**src/rtl/memtest_pkg.sv**
```systemverilog
package memtest_pkg;
    typedef enum logic [2:0] {
        ST_IDLE,
        ST_FILL,
        ST_CHECK,
        ST_PASS,
        ST_FAIL
    } mt_state_e;
endpackage

```
**src/rtl/memtest_lfsr.sv**
```systemverilog
module memtest_lfsr #(
    parameter int unsigned          W            = 16,
    parameter logic [W-1:0]         TAPS         = 'hB400,
    parameter logic [W-1:0]         DEFAULT_SEED = 'hACE1
) (
    input  logic         clk,
    input  logic         rst_n,
    input  logic         load,
    input  logic         step,
    input  logic [W-1:0] seed,
    output logic [W-1:0] value
);
    logic [W-1:0] val_d, val_q;

    always_comb begin
        val_d = val_q;
        if (load) begin
            val_d = (seed == '0) ? DEFAULT_SEED : seed;
        end else if (step) begin
            val_d = {1'b0, val_q[W-1:1]} ^ (val_q[0] ? TAPS : '0);
        end
    end

    always_ff @(posedge clk) begin
        if (!rst_n) val_q <= DEFAULT_SEED;
        else        val_q <= val_d;
    end

    assign value = val_q;
endmodule

```
**src/rtl/memtest_addr_ctr.sv**
```systemverilog
module memtest_addr_ctr #(
    parameter int unsigned AW = 8
) (
    input  logic          clk,
    input  logic          rst_n,
    input  logic          clr,
    input  logic          inc,
    output logic [AW-1:0] addr,
    output logic          last
);
    localparam logic [AW-1:0] TOP = '1;

    logic [AW-1:0] cnt_d, cnt_q;

    always_comb begin
        cnt_d = cnt_q;
        if (clr)      cnt_d = '0;
        else if (inc) cnt_d = cnt_q + 1'b1;
    end

    always_ff @(posedge clk) begin
        if (!rst_n) cnt_q <= '0;
        else        cnt_q <= cnt_d;
    end

    assign addr = cnt_q;
    assign last = (cnt_q == TOP);
endmodule

```
**src/rtl/memtest_cmp.sv**
```systemverilog
module memtest_cmp #(
    parameter int unsigned W = 16
) (
    input  logic [W-1:0] a,
    input  logic [W-1:0] b,
    output logic         match
);
    logic [W-1:0] same;

    for (genvar i = 0; i < W; i++) begin : g_bit
        assign same[i] = a[i] ~^ b[i];
    end

    assign match = &same;
endmodule

```
**src/rtl/memtest_seq.sv**
```systemverilog
module memtest_seq
    import memtest_pkg::*;
#(
    parameter int unsigned           ADDR_W       = 8,
    parameter int unsigned           DATA_W       = 16,
    parameter logic [DATA_W-1:0]     TAPS         = 'hB400,
    parameter logic [DATA_W-1:0]     DEFAULT_SEED = 'hACE1
) (
    input  logic              clk,
    input  logic              rst_n,
    input  logic              start,
    input  logic [DATA_W-1:0] seed,
    output logic              mem_req,
    output logic              mem_we,
    output logic [ADDR_W-1:0] mem_addr,
    output logic [DATA_W-1:0] mem_wdata,
    input  logic [DATA_W-1:0] mem_rdata,
    input  logic              mem_ack,
    output logic              busy,
    output logic              done,
    output logic              pass,
    output logic              fail,
    output logic [ADDR_W-1:0] fail_addr,
    output logic [DATA_W-1:0] fail_exp,
    output logic [DATA_W-1:0] fail_got
);
    typedef struct packed {
        mt_state_e         st;
        logic [DATA_W-1:0] seed;
        logic [ADDR_W-1:0] f_addr;
        logic [DATA_W-1:0] f_exp;
        logic [DATA_W-1:0] f_got;
    } regs_t;

    regs_t regs_d, regs_q;

    logic              gen_load, gen_step, ctr_clr, ctr_inc;
    logic [DATA_W-1:0] gen_seed, gen_val;
    logic [ADDR_W-1:0] ctr_addr;
    logic              ctr_last, word_ok;
    logic              active;

    memtest_lfsr #(
        .W(DATA_W), .TAPS(TAPS), .DEFAULT_SEED(DEFAULT_SEED)
    ) gen_i (
        .clk(clk), .rst_n(rst_n), .load(gen_load), .step(gen_step),
        .seed(gen_seed), .value(gen_val)
    );

    memtest_addr_ctr #(.AW(ADDR_W)) ctr_i (
        .clk(clk), .rst_n(rst_n), .clr(ctr_clr), .inc(ctr_inc),
        .addr(ctr_addr), .last(ctr_last)
    );

    memtest_cmp #(.W(DATA_W)) cmp_i (
        .a(mem_rdata), .b(gen_val), .match(word_ok)
    );

    assign active = (regs_q.st == ST_FILL) || (regs_q.st == ST_CHECK);

    always_comb begin
        regs_d   = regs_q;
        gen_load = 1'b0;
        gen_step = 1'b0;
        ctr_clr  = 1'b0;
        ctr_inc  = 1'b0;
        gen_seed = active ? regs_q.seed : seed;
        case (regs_q.st)
            ST_FILL: begin
                if (mem_ack) begin
                    if (ctr_last) begin
                        regs_d.st = ST_CHECK;
                        gen_load  = 1'b1;
                        ctr_clr   = 1'b1;
                    end else begin
                        gen_step = 1'b1;
                        ctr_inc  = 1'b1;
                    end
                end
            end
            ST_CHECK: begin
                if (mem_ack) begin
                    if (!word_ok) begin
                        regs_d.st     = ST_FAIL;
                        regs_d.f_addr = ctr_addr;
                        regs_d.f_exp  = gen_val;
                        regs_d.f_got  = mem_rdata;
                    end else if (ctr_last) begin
                        regs_d.st = ST_PASS;
                    end else begin
                        gen_step = 1'b1;
                        ctr_inc  = 1'b1;
                    end
                end
            end
            default: begin
                if (start) begin
                    regs_d.st     = ST_FILL;
                    regs_d.seed   = seed;
                    regs_d.f_addr = '0;
                    regs_d.f_exp  = '0;
                    regs_d.f_got  = '0;
                    gen_load      = 1'b1;
                    ctr_clr       = 1'b1;
                end
            end
        endcase
    end

    always_ff @(posedge clk) begin
        if (!rst_n) begin
            regs_q.st     <= ST_IDLE;
            regs_q.seed   <= '0;
            regs_q.f_addr <= '0;
            regs_q.f_exp  <= '0;
            regs_q.f_got  <= '0;
        end else begin
            regs_q <= regs_d;
        end
    end

    assign mem_req   = active;
    assign mem_we    = (regs_q.st == ST_FILL);
    assign mem_addr  = ctr_addr;
    assign mem_wdata = gen_val;
    assign busy      = active;
    assign pass      = (regs_q.st == ST_PASS);
    assign fail      = (regs_q.st == ST_FAIL);
    assign done      = pass | fail;
    assign fail_addr = regs_q.f_addr;
    assign fail_exp  = regs_q.f_exp;
    assign fail_got  = regs_q.f_got;
endmodule

```
**config.mk**
```make
export PLATFORM = sky130hd
export DESIGN_NAME = memtest_seq
export DESIGN_NICKNAME = d
export VERILOG_FILES = /design/src/rtl/memtest_pkg.sv /design/src/rtl/memtest_lfsr.sv /design/src/rtl/memtest_addr_ctr.sv /design/src/rtl/memtest_cmp.sv /design/src/rtl/memtest_seq.sv
export SDC_FILE = /design/constraint.sdc
export NUM_CORES = 1
export LEC_CHECK = 0
export BUFFER_PORTS_ARGS = -buffer_cell sky130_fd_sc_hd__buf_4
export CELL_PAD_IN_SITES_DETAIL_PLACEMENT = 1
export CELL_PAD_IN_SITES_GLOBAL_PLACEMENT = 2
export CORE_UTILIZATION = 33
export DETAILED_ROUTE_END_ITERATION = 10
export PLACE_DENSITY_LB_ADDON = 0.1
export SLEW_MARGIN = 30
export SYNTH_ARGS = -nofsm -noshare
export SYNTH_HDL_FRONTEND = slang
export SYNTH_SLANG_ARGS = --single-unit
```
**constraint.sdc**
```tcl
create_clock -name clk -period 4.4 [get_ports clk]
set_clock_uncertainty 0.2 [all_clocks]
set_input_delay 0.22 -clock clk [delete_from_list [all_inputs] [get_ports clk]]
set_output_delay 0.22 -clock clk [all_outputs]
set_load 0.005 [all_outputs]
```
# Word-level counts from Yosys, hierarchy flattened
# Index checks and enable logic that the tools add are counted.
[op_classes] n_reduce_logical=11 add_sub_neg=1 muxes=24 bitwise_logic=21 eq_ne=10
[op_table] cell="2-to-1 mux 16 bit" n=5
[op_table] cell="2-to-1 mux 40 bit" n=2
[op_table] cell="case mux 40 bit (2 select lines)" n=1
[op_table] cell="2-to-1 mux 59 bit" n=1
[op_table] cell="logical NOT 16 bit" n=1
[op_table] cell="AND reduction 16 bit" n=1
[op_table] cell="bitwise XNOR 1 bit" n=16
[op_table] cell="XOR 15 x 16 -> 16 bit" n=1
[op_table] cell="2-to-1 mux 3 bit" n=5
[op_table] cell="adder 8 x 1 -> 8 bit (second input constant)" n=1
[op_table] cell="== test 8 bit (second input constant)" n=1
[op_table] cell="2-to-1 mux 1 bit" n=7
[op_table] cell="== test 3 x 2 -> 1 bit (second input constant)" n=2
[op_table] cell="case mux 3 bit (2 select lines)" n=1
[op_table] cell="AND reduction 5 bit" n=1
[op_table] cell="inequality test 2 x 1 -> 1 bit (second input constant)" n=2
[op_table] cell="inequality test 2 bit (second input constant)" n=2
[op_table] cell="case mux 1 bit (2 select lines)" n=2
[op_table] cell="AND reduction 4 bit" n=1
[op_table] cell="nonzero test 2 bit" n=2
[op_table] cell="OR reduction 2 bit" n=2
[op_table] cell="== test 3 x 1 -> 1 bit (second input constant)" n=1
[op_table] cell="== test 3 bit (second input constant)" n=1
[op_table] cell="inequality test 3 x 2 -> 1 bit (second input constant)" n=1
[op_table] cell="other kinds (5)" n=7
[word_totals] in_bits=36 wordCells=74 register_bits=83 out_inout_bits=70

# Depth between registers and ports, before layout
# Gate-level depths: netlist of the first run.
[depth] depth_word=7 mapped_depth=9 mapped_depth_nobuf=8

# Modules after synthesis
# From an unflattened synthesis of the first run, not the netlist that was laid out.
[hier_totals] hier_cells=398 area_unflattened_um2=4023.9
[by_module_without_submodules] module="memtest_seq" area_each_um2=2607.5 seq_area_each_um2=1181.1 n_inst=1 cells_each=242
[by_module_without_submodules] module="memtest_lfsr" area_each_um2=884.6 seq_area_each_um2=320.3 n_inst=1 cells_each=95
[by_module_without_submodules] module="memtest_addr_ctr" area_each_um2=354.1 seq_area_each_um2=160.2 n_inst=1 cells_each=40
[by_module_without_submodules] module="memtest_cmp" area_each_um2=177.7 seq_area_each_um2=0.0 n_inst=1 cells_each=21

# Least setup slack after synthesis of the first run
# OpenSTA, ideal clock, no wires.
[synth_path] path_type="register to register" start="reg gen_i.val_q[0] (netlist: gen_i.value[0])" end="reg ctr_i.cnt_q[6] (netlist: ctr_i.addr[6])" arrival_ps=1747 stages_incl_launch_ff=8 n_path_buf=1 period_less_slack_ps=2016 setup_ps=70 slack_ps=2384 t_required_ps=4130 path_cell_list="dfxtp_1 > buf_6 > xor2_1 > nor4_2 > nand4_1 > a21o_1 > or4_1 > a21oi_1"
[synth_between] elab_chain_len=5
[synth_rtl] element="from (decl)" line="memtest_lfsr.sv:13" rtl="logic [W-1:0] val_d, val_q;"
[synth_rtl] element="from (signal assigned)" line="memtest_lfsr.sv:26" rtl="else val_q <= val_d;"
[synth_rtl] element="bitwise XNOR 1 bit" line="memtest_cmp.sv:11" rtl="assign same[i] = a[i] ~^ b[i];"
[synth_rtl] element="AND reduction 16 bit" line="memtest_cmp.sv:14" rtl="assign match = &same;"
[synth_rtl] element="2-to-1 mux 1 bit" line="memtest_seq.sv:83" rtl="if (!word_ok) begin"
[synth_rtl] element="2-to-1 mux 1 bit" line="memtest_seq.sv:82" rtl="if (mem_ack) begin"
[synth_rtl] element="case mux 1 bit (2 select lines)" line="memtest_seq.sv:68" rtl="case (regs_q.st)"
[synth_rtl] element="to (signal assigned)" line="memtest_addr_ctr.sv:23" rtl="else cnt_q <= cnt_d;"
[synth_rtl] element="to (decl)" line="memtest_addr_ctr.sv:13" rtl="logic [AW-1:0] cnt_d, cnt_q;"
# No other way between the ends.
# A chain may end at the register's enable or synchronous reset.

==> reports/metrics.csv, run 1 <==
metric;value;unit
placed_cell_area;4390;um2
rsz_0062_raised_after_global_routing;false;
place_hpwl;8190;um
share_comb_of_total_power;13.7;%
timing.fmax;0.366;GHz
synth_seq_cells;83;
pwr-share-clk;40.6;%
timing.critical_path.fanout_max;40;
post_drt_via_cell_ratio;5.17;
grt_max_degree;42;
synth.cell_area;3790;um2
intPower;1300;uW
power.share.sequential;45.7;%
wire_length_of_the_first_global_routing_pass;17700;um
maxSlewHeadroom;46.2;%
cts-buffers-inserted;9;
final.min_clock_period;2.73;ns
clkLatencyLatePin;0.33;ns
critical_path.startpoint_type;primary input;
synth_common_cells;83 x dfxtp_1, 52 x nand2_1, 41 x buf_4;
die-width;109;um
synth_top_area_cell;dfxtp_1;
finalSetupViolCount;0;
design.portCount;106;
final_util;45.5;%
hold_viol;0;
global_route.usage.met1;28.3;%
synth_nets;443;
fin_hold_ws;0.105;ns
finalWeightedCongestion;0.770;
critPathRequiredTime;4.47;ns
fp.dieArea;11900;um2
cp-end-kind;flop;
rows;38;
numPortBuffers;105;
count_of_different_cell_masters_after_synthesis;48;
seq_area_frac_synth;43.8;%
sum_of_routed_wire_length_over_all_layers;11500;um
fin_area;5020;um2
outcome;finished, final reports clean;
area_growth;32.2;%
timing.critical_path.arrival;2.80;ns
cts.root.buffer_cell;clkbuf_16;
deepest_level_of_the_cts_h_tree;3;
setup_total_negative_slack;0;ns
drt_pre_antenna_iters;4;
post_route_ant_nets;0;
clock_sinks;83;
die_height;109;um
layout-drive-gt1-share;29.5;%
grtUsageTotal;19.7;%
netSwitchingFraction;27.2;%
detail_route.drc_violations;0;
synth.top_cells.by_area;dfxtp_1 44%, a22o_1 9.2%, buf_4 8.1%, nand2_1 5.1%, xor2_1 4.4%;
met2_usage;30.2;%
gr-total-overflow;0;
timing.setup.critical_path_class;primary input to flop;
global_route.peak_usage_layer;met2;
drv.max_cap_violation_count;0;
syn-mean-instance-area;9.35;um2
yosys_warnings;0;
initialDrtViolationCount;143;
vdd.ir_drop.worst;152;uV
layout.nets;534;
start_util;34.4;%
antenna_cells_inserted;0;
yosysTopAreaCellShare;43.8;%
grt_pass1_vias;3171;
synth_async_sr_flop_share;0;%
clk_pin_slew;0.07;ns
placeableCoreArea;11000;um2
synth_edf_count;0;
fill_cells;1266;
synth_most_common_cell;dfxtp_1;
netlist_instances;406;
postCtsSetupRepairBufs;0;
globalRouteMet3Util;2.99;%
cts.path.max_buffers;2;
timing.hold.worst.class;primary input to flop;
via_count;3319;
final_max_slew_viol_count;0;
power.density_cell_area;356;nW/um2
drt-wirelength-per-cell;17.9;um
finalCritPeriodShare;62.1;%
clock_tree_from_tritoncts;yes;
static-leakage-power;0.00216;uW
antenna_found_initial;0;
worstMarginPinSlew;0.802;ns
synth_top_flop_cell;dfxtp_1;
p_switching;486;uW
-- area by class of cell --
type                            count  area (um2)  area share, %
Inverter                            7        26.3          0.524
Clock inverter                      6        46.3          0.923
Tap cell                          140         175           3.49
Sequential cell                    83        1660           33.1
Timing Repair Buffer              145        1170           23.4
Multi-Input combinational cell    251        1700           33.8
Clock buffer                       10         239           4.76
-- sequential cells by signal (all words and copies together) (netlist names) --
signal	count
regs_q	19
fail_exp	16
fail_got	16
gen_i.value	16
ctr_i.addr	8
fail_addr	8
-- worst max-delay path: stages --
cell	delay, ns
dlygate4sd3_1	0.54
buf_4	0.21
clkinv_1	0.66
nor4_2	0.46
buf_4	0.46
a22o_1	0.22
-- power groups by stage --
stage	logic, uW	clock network, uW	registers (uW)
floorplan	126	0	819
global placement	220	0	833
detailed placement	221	0	834
CTS	247	748	817
global route	268	787	821
finish	244	725	817
-- cell usage in the layout (no fill, tap or decap), types with 9 or more instances in the layout --
master / count
nand2_1: 52
clkbuf_16: 9
a21oi_1: 28
buf_4: 111
and3_1: 11
nor2_1: 14
a22o_1: 40
dlygate4sd3_1: 34
dfxtp_1: 83
xor2_1: 19
mux2i_1: 10
-- kinds of logic (layout without fill, tap and decap cells) --
group	count (synthesis)	in the layout	share of synthesized area, %
buffers and inverters	72	168	11.9
AOI/OAI and AO/OA	108	108	21.7
DFF	83	83	43.8
adders and majority gates	1	1	0.330
xor gates and xnor gates	21	21	4.85
muxes	10	10	2.64
and+or+nand+nor	111	111	14.8
-- path summary, 6_finish.rpt --
| kind | from | end | slack (ns) | depth (start not counted) |
|---|---|---|---|---|
| min | mem_ack | regs_q[57]$_SDFFE_PN0P_ | 0.10 | 3 |
| max reg2reg | regs_q[56]$_SDFFE_PN0P_ | gen_i.value[6]$_SDFFE_PN1P_ | 1.84 | 8 |
| min reg2reg | regs_q[51]$_SDFFE_PN0P_ | regs_q[51]$_SDFFE_PN0P_ | 0.28 | 2 |
| max | rst_n | fail_got[0]$_SDFFE_PN0P_ | 1.67 | 6 |
-- routing by layer --
metal | share of wire, % | wire length (um)
met5 | 0 | 0
met4 | 0.71 | 82
met3 | 4.5 | 518
met2 | 43 | 4990
met1 | 51 | 5900
-- per-stage QoR --
step | instances | setup slack, ns | total power [uW]
after floorplan | 406 | 2.38 | 945
after global placement | 592 | 1.88 | 1050
after detailed placement | 592 | 1.85 | 1060
after CTS | 642 | 1.65 | 1810
after global routing | 642 | 1.46 | 1880
final | 642 | 1.67 | 1790
-- what timing repair did --
item / CTS / global route
hold endpoints to repair: 41 / 0
hold buffers: 34 / 0
resized for setup: 0 / 0
Power figures use the tool's default switching activity.
==> inputs of run 2 (changes only) <==
Settings changed: CORE_UTILIZATION 33 to 28.
Clock period 4.4 ns to 2.4 ns, I/O delays scaled along.
==> run 2 against run 1 <==
Compared with the run above:
- non-clock buffer count rose by 29
- critical endpoint is now ctr_i.addr[6]$_SDFFE_PP0P_
- hold slack improved by 0.17 ns
- flip-flop and latch count did not move
- global-route usage fell by 1.7 points
- die area rose by 18%
- power rose by 100%
- critical path type unchanged
- register-to-register slack got worse by 1.7 ns
==> reports/metrics.csv, run 2 (synthesis results as in run 1) <==
metric;value;unit
timing.critical_path.fanout_max;7;
finalSetupViolCount;0;
maxSlewHeadroom;64.7;%
clock_tree_from_tritoncts;yes;
timing.hold.worst.class;flop to flop;
layout_setup_ws;0.0668;ns
grtUsageTotal;18.0;%
worstMarginPinSlew;0.524;ns
power.density_cell_area;662;nW/um2
grt_pass1_vias;3471;
sum_of_routed_wire_length_over_all_layers;12300;um
hold_path.startpoint;fail_got[3]$_SDFFE_PN0P_;
die_height;118;um
timing.fmax;0.429;GHz
layout.nets;563;
post_drt_via_cell_ratio;4.92;
fill_cells;1507;
vdd.ir_drop.worst;403;uV
initialDrtViolationCount;145;
timing.setup.critical_path_class;primary input to flop;
antenna_found_initial;0;
layout-drive-gt1-share;34.2;%
critical_path.startpoint_type;primary input;
layout_common_cells;132 x buf_4, 80 x dfxtp_1, 51 x nand2_1, 40 x a22o_1, 35 x dlygate4sd3_1;
cp-end-kind;flop;
timing.critical_path.arrival;2.41;ns
clkLatencyLatePin;0.34;ns
post_route_ant_nets;0;
clock_sinks;83;
max_flop_register;regs_q;
fin_total_pwr;3600;uW
grt_max_degree;41;
rows;42;
placeableCoreArea;13200;um2
drt_pre_antenna_iters;4;
gr-total-overflow;0;
detail_route.drc_violations;0;
final_max_slew_viol_count;0;
design.portCount;106;
place_hpwl;8890;um
area_growth;43.2;%
setup.worst_path.start;mem_rdata[2];
die-width;118;um
numPortBuffers;105;
hold_viol;0;
layout_commonest_cell;buf_4;
critPathRequiredTime;2.48;ns
static-leakage-power;0.00236;uW
drt-wirelength-per-cell;17.5;um
via_count;3471;
cts.root.buffer_cell;clkbuf_16;
clk_pin_slew;0.06;ns
critical_register_to_register_path_startpoint;gen_i.value[5]$_SDFFE_PN1P_;
cts.path.max_buffers;2;
flip_flop_count_of_the_largest_register_all_copies_and_words_added;19;
cts-buffers-inserted;9;
fp.dieArea;14000;um2
deepest_level_of_the_cts_h_tree;3;
fin_hold_ws;0.273;ns
pre_cts_slack;0.00543;ns
final.min_clock_period;2.33;ns
finalCritPeriodShare;97.2;%
drv.max_cap_violation_count;0;
outcome;finished, final reports clean;
antenna_cells_inserted;0;
finalWeightedCongestion;0.729;
start_util;28.7;%
wire_length_of_the_first_global_routing_pass;19600;um
-- run 2: cell types whose count changed in the layout (fill, tap and decap cells not counted), moves of 2 or more --
| cell | delta |
|---|---|
| dfxtp_1 | -3 |
| inv_6 | -3 |
| dfxtp_2 | +3 |
| buf_4 | +21 |
| clkinvlp_4 | -2 |
| buf_12 | +5 |
| bufinv_16 | +3 |
-- run 2: final cells by class --
type	instances	area [um2]	area share (%)
multi-input combinational	251	1720	31.6
timing repair buffer	174	1480	27.2
inverter	7	26.3	0.484
clock buffer	9	225	4.14
sequential	83	1670	30.6
tap	176	220	4.05
clock inverter	5	104	1.91
-- run 2: routing by layer --
| layer | up-vias | track usage (%) | part of all wire, % | routed length (um) |
|---|---|---|---|---|
| met5 | - | 0 | 0 | 0 |
| met4 | 0 | 7.20 | 1.6 | 196 |
| met3 | 15 | 3.04 | 3.7 | 453 |
| met2 | 92 | 26.7 | 43 | 5320 |
| met1 | 1687 | 25.8 | 52 | 6360 |
| li1 | 1677 | - | - | - |
-- run 2: stage by stage --
stage                     instances  setup TNS (ns)  area, um2  util (%)
after floorplan                 406               0       3790         -
after global placement          652               0       4670      35.2
after detailed placement        652               0       4670      35.2
after CTS                       701               0       5350      40.4
after global routing            705         -0.0109       5430      41.0
final                           705               0       5430      41.0
-- run 2: timing repair --
action                                 CTS  global route
endpoints found under the hold margin   43             0
hold buffers                            35             0
cloned                                   0             1
setup buffers                            0             3
pin swaps                                1             4
setup endpoints to repair                9            63
gates resized for setup                  1             9
-- run 2: worst max-delay path, cell delays in order --
cell           delay (ns)
dlygate4sd3_1        0.54
buf_4                0.14
xor2_1               0.14
nor4_2               0.36
nand4_1              0.14
buf_4                0.19
a21o_4               0.23
or4_1                0.40
a21oi_1              0.14
-- run 2: worst paths after layout --
path	slack, ns	to	cells past startpoint
worst min register to register	0.27	fail_got[3]$_SDFFE_PN0P_	1
worst max register to register	0.12	ctr_i.addr[6]$_SDFFE_PP0P_	7
worst max-delay path	0.07	ctr_i.addr[6]$_SDFFE_PP0P_	9
worst min-delay path	0.27	fail_got[3]$_SDFFE_PN0P_	1
-- run 2: power by group --
part | switching, uW | leakage (uW) | internal [uW]
Clock | 570 | 0.000161 | 1010
Sequential | 44.0 | 0.000675 | 1430
Combinational | 273 | 0.00152 | 279
Total | 887 | 0.00236 | 2710
